### src/rtl/fdec_pkg.sv
package fdec_pkg;

  typedef enum logic [2:0] {
    ST_IDLE    = 3'd0,
    ST_COLLECT = 3'd1,
    ST_READ    = 3'd2,
    ST_PROG    = 3'd3,
    ST_ERASE   = 3'd4,
    ST_REG     = 3'd5,
    ST_SKIP    = 3'd6
  } dec_state_e;

  typedef enum logic [2:0] {
    CL_NONE  = 3'd0,
    CL_READ  = 3'd1,
    CL_PROG  = 3'd2,
    CL_ERASE = 3'd3,
    CL_REG   = 3'd4
  } cmd_class_e;

  // How the address length is chosen
  typedef enum logic [1:0] {
    AK_NONE  = 2'd0,  // no address
    AK_MODE  = 2'd1,  // follows the device address mode
    AK_FOURX = 2'd2,  // own 4-byte form, padded in 3-byte mode
    AK_FOUR  = 2'd3   // always exactly four
  } addr_kind_e;

  typedef enum logic [1:0] {
    DK_NONE = 2'd0,
    DK_CFG  = 2'd1,
    DK_FIVE = 2'd2
  } dum_kind_e;

  typedef struct packed {
    logic       known;
    cmd_class_e cls;
    addr_kind_e ak;
    dum_kind_e  dk;
  } op_info_t;

  function automatic op_info_t mk(input cmd_class_e c, input addr_kind_e a, input dum_kind_e d);
    op_info_t r;
    r.known = 1'b1;
    r.cls   = c;
    r.ak    = a;
    r.dk    = d;
    return r;
  endfunction

  function automatic op_info_t lookup_op(input logic [7:0] op);
    op_info_t r;
    r = '{known: 1'b0, cls: CL_NONE, ak: AK_NONE, dk: DK_NONE};
    case (op)
      8'h03:                      r = mk(CL_READ, AK_MODE,  DK_NONE);
      8'h13:                      r = mk(CL_READ, AK_FOURX, DK_NONE);
      8'h0B, 8'h3B, 8'h6B, 8'hBB,
      8'h9D, 8'h8B, 8'hCB:        r = mk(CL_READ, AK_MODE,  DK_CFG);
      8'h0C, 8'h3C, 8'h6C, 8'hBC,
      8'hFC, 8'hCC:               r = mk(CL_READ, AK_FOURX, DK_CFG);
      8'hEB:                      r = mk(CL_READ, AK_MODE,  DK_FIVE);
      8'hEC:                      r = mk(CL_READ, AK_FOURX, DK_FIVE);
      8'h8C, 8'h7C:               r = mk(CL_READ, AK_FOUR,  DK_NONE);
      8'hFD:                      r = mk(CL_READ, AK_FOUR,  DK_CFG);
      8'h02, 8'h32, 8'h82:        r = mk(CL_PROG, AK_MODE,  DK_NONE);
      8'h12, 8'h34, 8'h84:        r = mk(CL_PROG, AK_FOURX, DK_NONE);
      8'h20, 8'h52, 8'hD8:        r = mk(CL_ERASE, AK_MODE,  DK_NONE);
      8'h21, 8'h5C, 8'hDC:        r = mk(CL_ERASE, AK_FOURX, DK_NONE);
      8'h04, 8'h05, 8'h06, 8'h35,
      8'h70, 8'h9F, 8'hB7, 8'hE9: r = mk(CL_REG,  AK_NONE,  DK_NONE);
      default:                    r = r;
    endcase
    return r;
  endfunction

  function automatic logic [2:0] addr_bytes(input addr_kind_e ak, input logic mode4);
    case (ak)
      AK_MODE:  return mode4 ? 3'd4 : 3'd3;
      AK_FOURX: return mode4 ? 3'd4 : 3'd5;
      AK_FOUR:  return 3'd4;
      default:  return 3'd0;
    endcase
  endfunction

  function automatic dec_state_e final_state(input cmd_class_e c);
    case (c)
      CL_READ:  return ST_READ;
      CL_PROG:  return ST_PROG;
      CL_ERASE: return ST_ERASE;
      CL_REG:   return ST_REG;
      default:  return ST_SKIP;
    endcase
  endfunction

endpackage

### src/rtl/fdec_classify.sv
module fdec_classify
  import fdec_pkg::*;
#(
  parameter int DUMMY_W = 4,
  parameter int CNT_W   = 5
) (
  input  logic [7:0]         opcode,
  input  logic               mode4,
  input  logic [DUMMY_W-1:0] dummy_cfg,
  output logic               known,
  output cmd_class_e         cls,
  output logic [2:0]         alen,
  output logic [CNT_W-1:0]   need
);
  localparam int FIXED_DUMMY = 5;

  op_info_t            info;
  logic [CNT_W-1:0]    dum;

  always_comb begin
    info  = lookup_op(opcode);
    known = info.known;
    cls   = info.cls;
    alen  = addr_bytes(info.ak, mode4);
    case (info.dk)
      DK_CFG:  dum = CNT_W'(dummy_cfg);
      DK_FIVE: dum = CNT_W'(FIXED_DUMMY);
      default: dum = '0;
    endcase
    need = CNT_W'(alen) + dum;
  end
endmodule

### src/rtl/fdec_counter.sv
module fdec_counter #(
  parameter int CNT_W = 5
) (
  input  logic             clk,
  input  logic             rst_n,
  input  logic             clr,
  input  logic             inc,
  input  logic [CNT_W-1:0] need,
  input  logic [2:0]       alen,
  output logic [CNT_W-1:0] cnt,
  output logic             in_addr,
  output logic             last
);
  always_ff @(posedge clk or negedge rst_n) begin
    if (!rst_n)   cnt <= '0;
    else if (clr) cnt <= '0;
    else if (inc) cnt <= cnt + 1'b1;
  end

  assign in_addr = (cnt < CNT_W'(alen));
  assign last    = inc && ((cnt + 1'b1) == need);
endmodule

### src/rtl/fdec_addr_shift.sv
module fdec_addr_shift #(
  parameter int ADDR_BYTES = 4,
  localparam int ADDR_W    = 8 * ADDR_BYTES
) (
  input  logic              clk,
  input  logic              rst_n,
  input  logic              clr,
  input  logic              shift,
  input  logic [7:0]        din,
  output logic [ADDR_W-1:0] addr
);
  logic [7:0] lane [ADDR_BYTES];

  for (genvar i = 0; i < ADDR_BYTES; i++) begin : g_lane
    logic [7:0] src;
    if (i == 0) begin : g_head
      assign src = din;
    end else begin : g_tail
      assign src = lane[i-1];
    end
    always_ff @(posedge clk or negedge rst_n) begin
      if (!rst_n)     lane[i] <= '0;
      else if (clr)   lane[i] <= '0;
      else if (shift) lane[i] <= src;
    end
    assign addr[8*i +: 8] = lane[i];
  end
endmodule

### src/rtl/flash_cmd_decoder.sv
module flash_cmd_decoder
  import fdec_pkg::*;
#(
  parameter int DUMMY_W    = 4,
  parameter int ADDR_BYTES = 4,
  localparam int MAX_HDR   = ADDR_BYTES + 1 + (1 << DUMMY_W) + 5,
  localparam int CNT_W     = $clog2(MAX_HDR + 1)
) (
  input  logic                    clk,
  input  logic                    rst_n,
  input  logic                    cs_n,
  input  logic                    byte_valid,
  input  logic [7:0]              byte_data,
  input  logic                    addr4_mode,
  input  logic [DUMMY_W-1:0]      dummy_cfg,
  output logic [2:0]              cmd_class,
  output logic [2:0]              dec_state,
  output logic [8*ADDR_BYTES-1:0] cmd_addr
);
  dec_state_e       state_q, state_d;
  cmd_class_e       cls_q, cls_d;
  logic [CNT_W-1:0] need_q, need_d;
  logic [2:0]       alen_q, alen_d;

  logic             op_known;
  cmd_class_e       op_cls;
  logic [2:0]       op_alen;
  logic [CNT_W-1:0] op_need;

  logic             accept;
  logic             col_inc, col_clr, col_in_addr, col_last;
  logic [CNT_W-1:0] col_cnt;
  logic             a_shift;

  // named events for the checker
  logic             done_evt;
  logic             drop_evt;

  fdec_classify #(.DUMMY_W(DUMMY_W), .CNT_W(CNT_W)) u_cls (
    .opcode    (byte_data),
    .mode4     (addr4_mode),
    .dummy_cfg (dummy_cfg),
    .known     (op_known),
    .cls       (op_cls),
    .alen      (op_alen),
    .need      (op_need)
  );

  assign accept  = byte_valid && !cs_n;
  assign col_inc = accept && (state_q == ST_COLLECT);
  assign col_clr = cs_n || (state_q == ST_IDLE);
  assign a_shift = col_inc && col_in_addr;

  fdec_counter #(.CNT_W(CNT_W)) u_cnt (
    .clk     (clk),
    .rst_n   (rst_n),
    .clr     (col_clr),
    .inc     (col_inc),
    .need    (need_q),
    .alen    (alen_q),
    .cnt     (col_cnt),
    .in_addr (col_in_addr),
    .last    (col_last)
  );

  fdec_addr_shift #(.ADDR_BYTES(ADDR_BYTES)) u_addr (
    .clk   (clk),
    .rst_n (rst_n),
    .clr   (cs_n),
    .shift (a_shift),
    .din   (byte_data),
    .addr  (cmd_addr)
  );

  assign done_evt = col_last;
  assign drop_evt = cs_n && (state_q != ST_IDLE);

  always_comb begin
    state_d = state_q;
    cls_d   = cls_q;
    need_d  = need_q;
    alen_d  = alen_q;
    if (cs_n) begin
      state_d = ST_IDLE;
      cls_d   = CL_NONE;
    end else begin
      case (state_q)
        ST_IDLE: begin
          if (byte_valid) begin
            if (!op_known) begin
              state_d = ST_SKIP;
            end else begin
              cls_d  = op_cls;
              need_d = op_need;
              alen_d = op_alen;
              state_d = (op_need == '0) ? final_state(op_cls) : ST_COLLECT;
            end
          end
        end
        ST_COLLECT: begin
          if (col_last) state_d = final_state(cls_q);
        end
        default: state_d = state_q;
      endcase
    end
  end

  always_ff @(posedge clk or negedge rst_n) begin
    if (!rst_n) begin
      state_q <= ST_IDLE;
      cls_q   <= CL_NONE;
      need_q  <= '0;
      alen_q  <= '0;
    end else begin
      state_q <= state_d;
      cls_q   <= cls_d;
      need_q  <= need_d;
      alen_q  <= alen_d;
    end
  end

  assign cmd_class = cls_q;
  assign dec_state = state_q;
endmodule

### config.mk
export PLATFORM = sky130hd
export DESIGN_NAME = flash_cmd_decoder
export DESIGN_NICKNAME = d
export VERILOG_FILES = /design/src/rtl/fdec_pkg.sv /design/src/rtl/fdec_classify.sv /design/src/rtl/fdec_counter.sv /design/src/rtl/fdec_addr_shift.sv /design/src/rtl/flash_cmd_decoder.sv
export SDC_FILE = /design/constraint.sdc
export NUM_CORES = 1
export LEC_CHECK = 0
export BUFFER_PORTS_ARGS = -buffer_cell sky130_fd_sc_hd__buf_4
export CAP_MARGIN = 0
export CORE_MARGIN = 3
export CORE_UTILIZATION = 57
export CTS_CLUSTER_DIAMETER = 40
export DETAILED_ROUTE_END_ITERATION = 10
export PLACE_DENSITY = 0.81
export SLEW_MARGIN = 40
export SYNTH_ARGS = -nofsm -noshare
export SYNTH_HDL_FRONTEND = slang
export SYNTH_SLANG_ARGS = --single-unit
### constraint.sdc
create_clock -name clk -period 2.65 [get_ports clk]
set_input_delay 0.265 -clock clk [delete_from_list [all_inputs] [get_ports clk]]
set_output_delay 0.265 -clock clk [all_outputs]
set_load 0.03 [all_outputs]
==> flow_summary.ini <==
[run_status]
run_status = finished with violations
violations = setup timing

[min_path]
worstHoldPathType = input pin to register

[place]
place.port_buffers = 54
pre_cts_ws_ns = -0.602
gp_congestion = 0.909
place_hpwl_um = 6440

[floorplan]
coreArea_um2 = 5570
pin_count = 55
die-height_um = 82.5
placement_rows = 27
start_util_pct = 59.8
dieArea_um2 = 6810
floorplan.die.width_um = 82.5

[timing]
finalWorstSetupSlack_ns = -0.211
rsz0062_at_grt = true
fin_worst_hold_slack_ns = 0.322
max_slew.worst_pin.slew_ns = 0.621
min_period_ns = 2.86
fin_crit_sh_pct = 108
setup_tns_ns = -0.525
maxClockFrequency_ghz = 0.350
setup_viol_count_final = 3
fin_worst_skew_ns = 0.00555
finalHoldViolCount = 0
final_max_slew_viol_count = 0
timing.slew.headroom_pct = 58.6

[critical_path]
worstSetupPathType = input pin to register
worst_r2r_path_depth = 7
reg2reg_slack_ns = 0.45
arrival_ns = 3.05
r2r_start = dec_state[2]$_DFFE_PN0P_
crit_fanout = 6
crit_path_end = dec_state[0]$_DFFE_PN0P_
rr_endpoint = u_addr.g_lane[2].src[2]$_DFFE_PN0P_
setup.worst_path.end_class = register
setup.worst_path.start_class = input pin
crit_start = byte_data[1]
timing.critical_path.required_ns = 2.84

[yosys]
post_synth_main_area_contributors = dfrtp_1 (38%), o21ai_0 (6.6%), nand2b_1 (6.6%)
post_synth_edffs = 0
synthesis.area_um2 = 3340
synth-seq-cells = 51
net_count_after_synthesis = 400
synth_area_per_cell_um2 = 8.92
fraction_of_registers_with_async_set_or_reset_after_synthesis_pct = 100
yosysTopAreaCell = dfrtp_1
synth-warning-count = 0
yosys.area.top_type_share_pct = 38.3
synth_cell_type_count = 69
synth_seq_area_share_pct = 38.3
syn-instance-count = 374
synth-main-ff-cell = dfrtp_1

[routing]
postRouteAntennaNets = 0
detailroute.via_count = 3129
detailedRoute.firstIterationViolations = 204
routed_wirelength_um = 8650
drt_pre_antenna_iters = 5
avgViaCountPerCell = 5.71
wire_per_inst_um = 15.8
detail_route.drc_violations = 0

[global_routing]
antenna_violations_before_repair = 0
vias_in_the_first_global_route = 2999
grt_start_max_net_pins = 61
grt_overflow_total = 0
groute.usage.overall_pct = 26.3
grt_first_pass_wirelength_um = 14000

[pwr]
vdd_ir_drop_max_uv = 267
total_power_uw = 1600
pwr_density_cell_nw_per_um2 = 363
p_leak_uw = 0.00202

[clock_network]
cts_htree_levels = 2
cts_made_buffers = 5
clockBufferDepth = 2
worst_skew_pair.late_latency_ns = 0.30
cts_root_buffer = clkbuf_8
cts.sinks = 51
cts_tree = done
clkTransAtPathRegs_ns = 0.08

[final_layout]
area_growth_syn_to_layout_pct = 32.5
area.sequential_um2 = 1280
multi_input_area_um2 = 1980
insertedDiodeCount = 0
finish.utilization_pct = 79.3
fill_cells = 406
finish.net_count = 502
drive_gt1_share_pct = 35.5

[job]
drv_cap = 0
[through the flow]
step	cell area (µm²)	std cells
final	4420	548
after global placement	4200	533
after CTS	4410	547
after floorplan	3430	374
after detailed placement	4200	533
after global routing	4420	548
[worst max-delay path, cell delays in order]
cell and delay, ns:
buf_4 0.14, or4b_4 0.57, nor4_4 0.17, a21o_1 0.15, nor3_2 0.06, nor3_2 0.17
ha_2 0.24, fa_2 0.47, nor3_2 0.14, o211ai_1 0.21, o21ai_1 0.17, nand3_1 0.09
a22o_1 0.19
[kinds of logic (layout without fill, tap and decap cells)]
kind of cell | after synthesis | after routing | share of synthesized area [%]
AO/OA/AOI/OAI | 101 | 101 | 20.3
XOR/XNOR | 14 | 14 | 3.68
adder cells (fa/ha/maj) | 9 | 9 | 3.60
buffers and inverters | 34 | 136 | 5.48
flip-flops | 51 | 51 | 38.3
multiplexers | 10 | 10 | 3.64
AND/OR/NAND/NOR | 155 | 155 | 25.1
[report_power, final]
part	switching (µW)	internal, µW	leakage, µW
Clock	234	205	0.0000470
Combinational	187	161	0.00127
Sequential	19.1	796	0.000710
Total	440	1160	0.00202
[sequential cells by signal, indices dropped and copies added, names as in the netlist]
| signal | cells |
|---|---|
| cmd_class | 3 |
| u_addr.g_lane.src | 24 |
| alen_q | 3 |
| need_q | 5 |
| dec_state | 3 |
| u_cnt.cnt | 5 |
| u_addr.addr | 8 |
[layout by cell type (no fill, tap or decap), types with 8 or more instances in the layout]
master / Yosys / routed
o21ai_0: 44 / 41
nor2_1: 25 / 23
nand2b_1: 35 / 34
nand2_1: 47 / 47
a21oi_1: 14 / 11
inv_1: 10 / 8
buf_4: 3 / 111
nand3_1: 8 / 8
dfrtp_1: 51 / 51
[synth_stat cells (3+ instances only)]
master    count
nor2b_1       3
dfrtp_1      51
a21o_1        5
a21oi_2       3
a31oi_1       4
nor3_1        7
buf_4         3
o31ai_1       4
nor2_1       25
xnor2_1       7
nor3b_1       3
buf_6         4
xor2_1        7
nand3_1       8
a21oi_1      14
nand2_1      47
ha_1          8
o21ai_1       3
mux2i_1       5
o21ai_0      44
buf_2        11
inv_1        10
nand2b_1     35
clkbuf_1      6
o32ai_1       3
mux2_4        4
[cell type report]
| cell class | instances | share of cell area (%) |
|---|---|---|
| multi-input combinational | 289 | 44.9 |
| tap | 72 | 2.04 |
| sequential | 51 | 28.9 |
| clock buffer | 6 | 1.87 |
| inverter | 10 | 0.849 |
| timing repair buffer | 119 | 21.3 |
| clock inverter | 1 | 0.113 |
[worst min path at each step]
stage,start,to,slack [ns],cells past startpoint
3_3_place_gp,rst_n,u_addr.addr[29]$_DFFE_PN0P_,0.32,1
6_report,byte_data[0],u_addr.g_lane[1].src[0]$_DFFE_PN0P_,0.32,4
5_1_grt,dummy_cfg[3],need_q[4]$_DFFE_PN0P_,0.34,3
2_1_floorplan,rst_n,alen_q[0]$_DFFE_PN0P_,-0.03,0
4_1_cts,byte_data[0],u_addr.g_lane[1].src[0]$_DFFE_PN0P_,0.32,4
3_5_place_dp,rst_n,u_addr.addr[29]$_DFFE_PN0P_,0.32,1
[layer usage]
layer | share of wire, % | GRT usage (%)
met5 | 0 | 0
met4 | 1.5 | 6.70
met3 | 5.7 | 3.47
met2 | 49 | 45.9
met1 | 43 | 34.5
[what timing repair did]
action / in CTS / in global routing
hold buffers: 1 / 0
hold endpoints to repair: 8 / 0
buffers inserted: 6 / 1
setup endpoints to repair: 3 / 3
gates resized for setup: 22 / 0
pin swaps: 21 / 4
No activity file was read; power rests on OpenSTA's default activity.
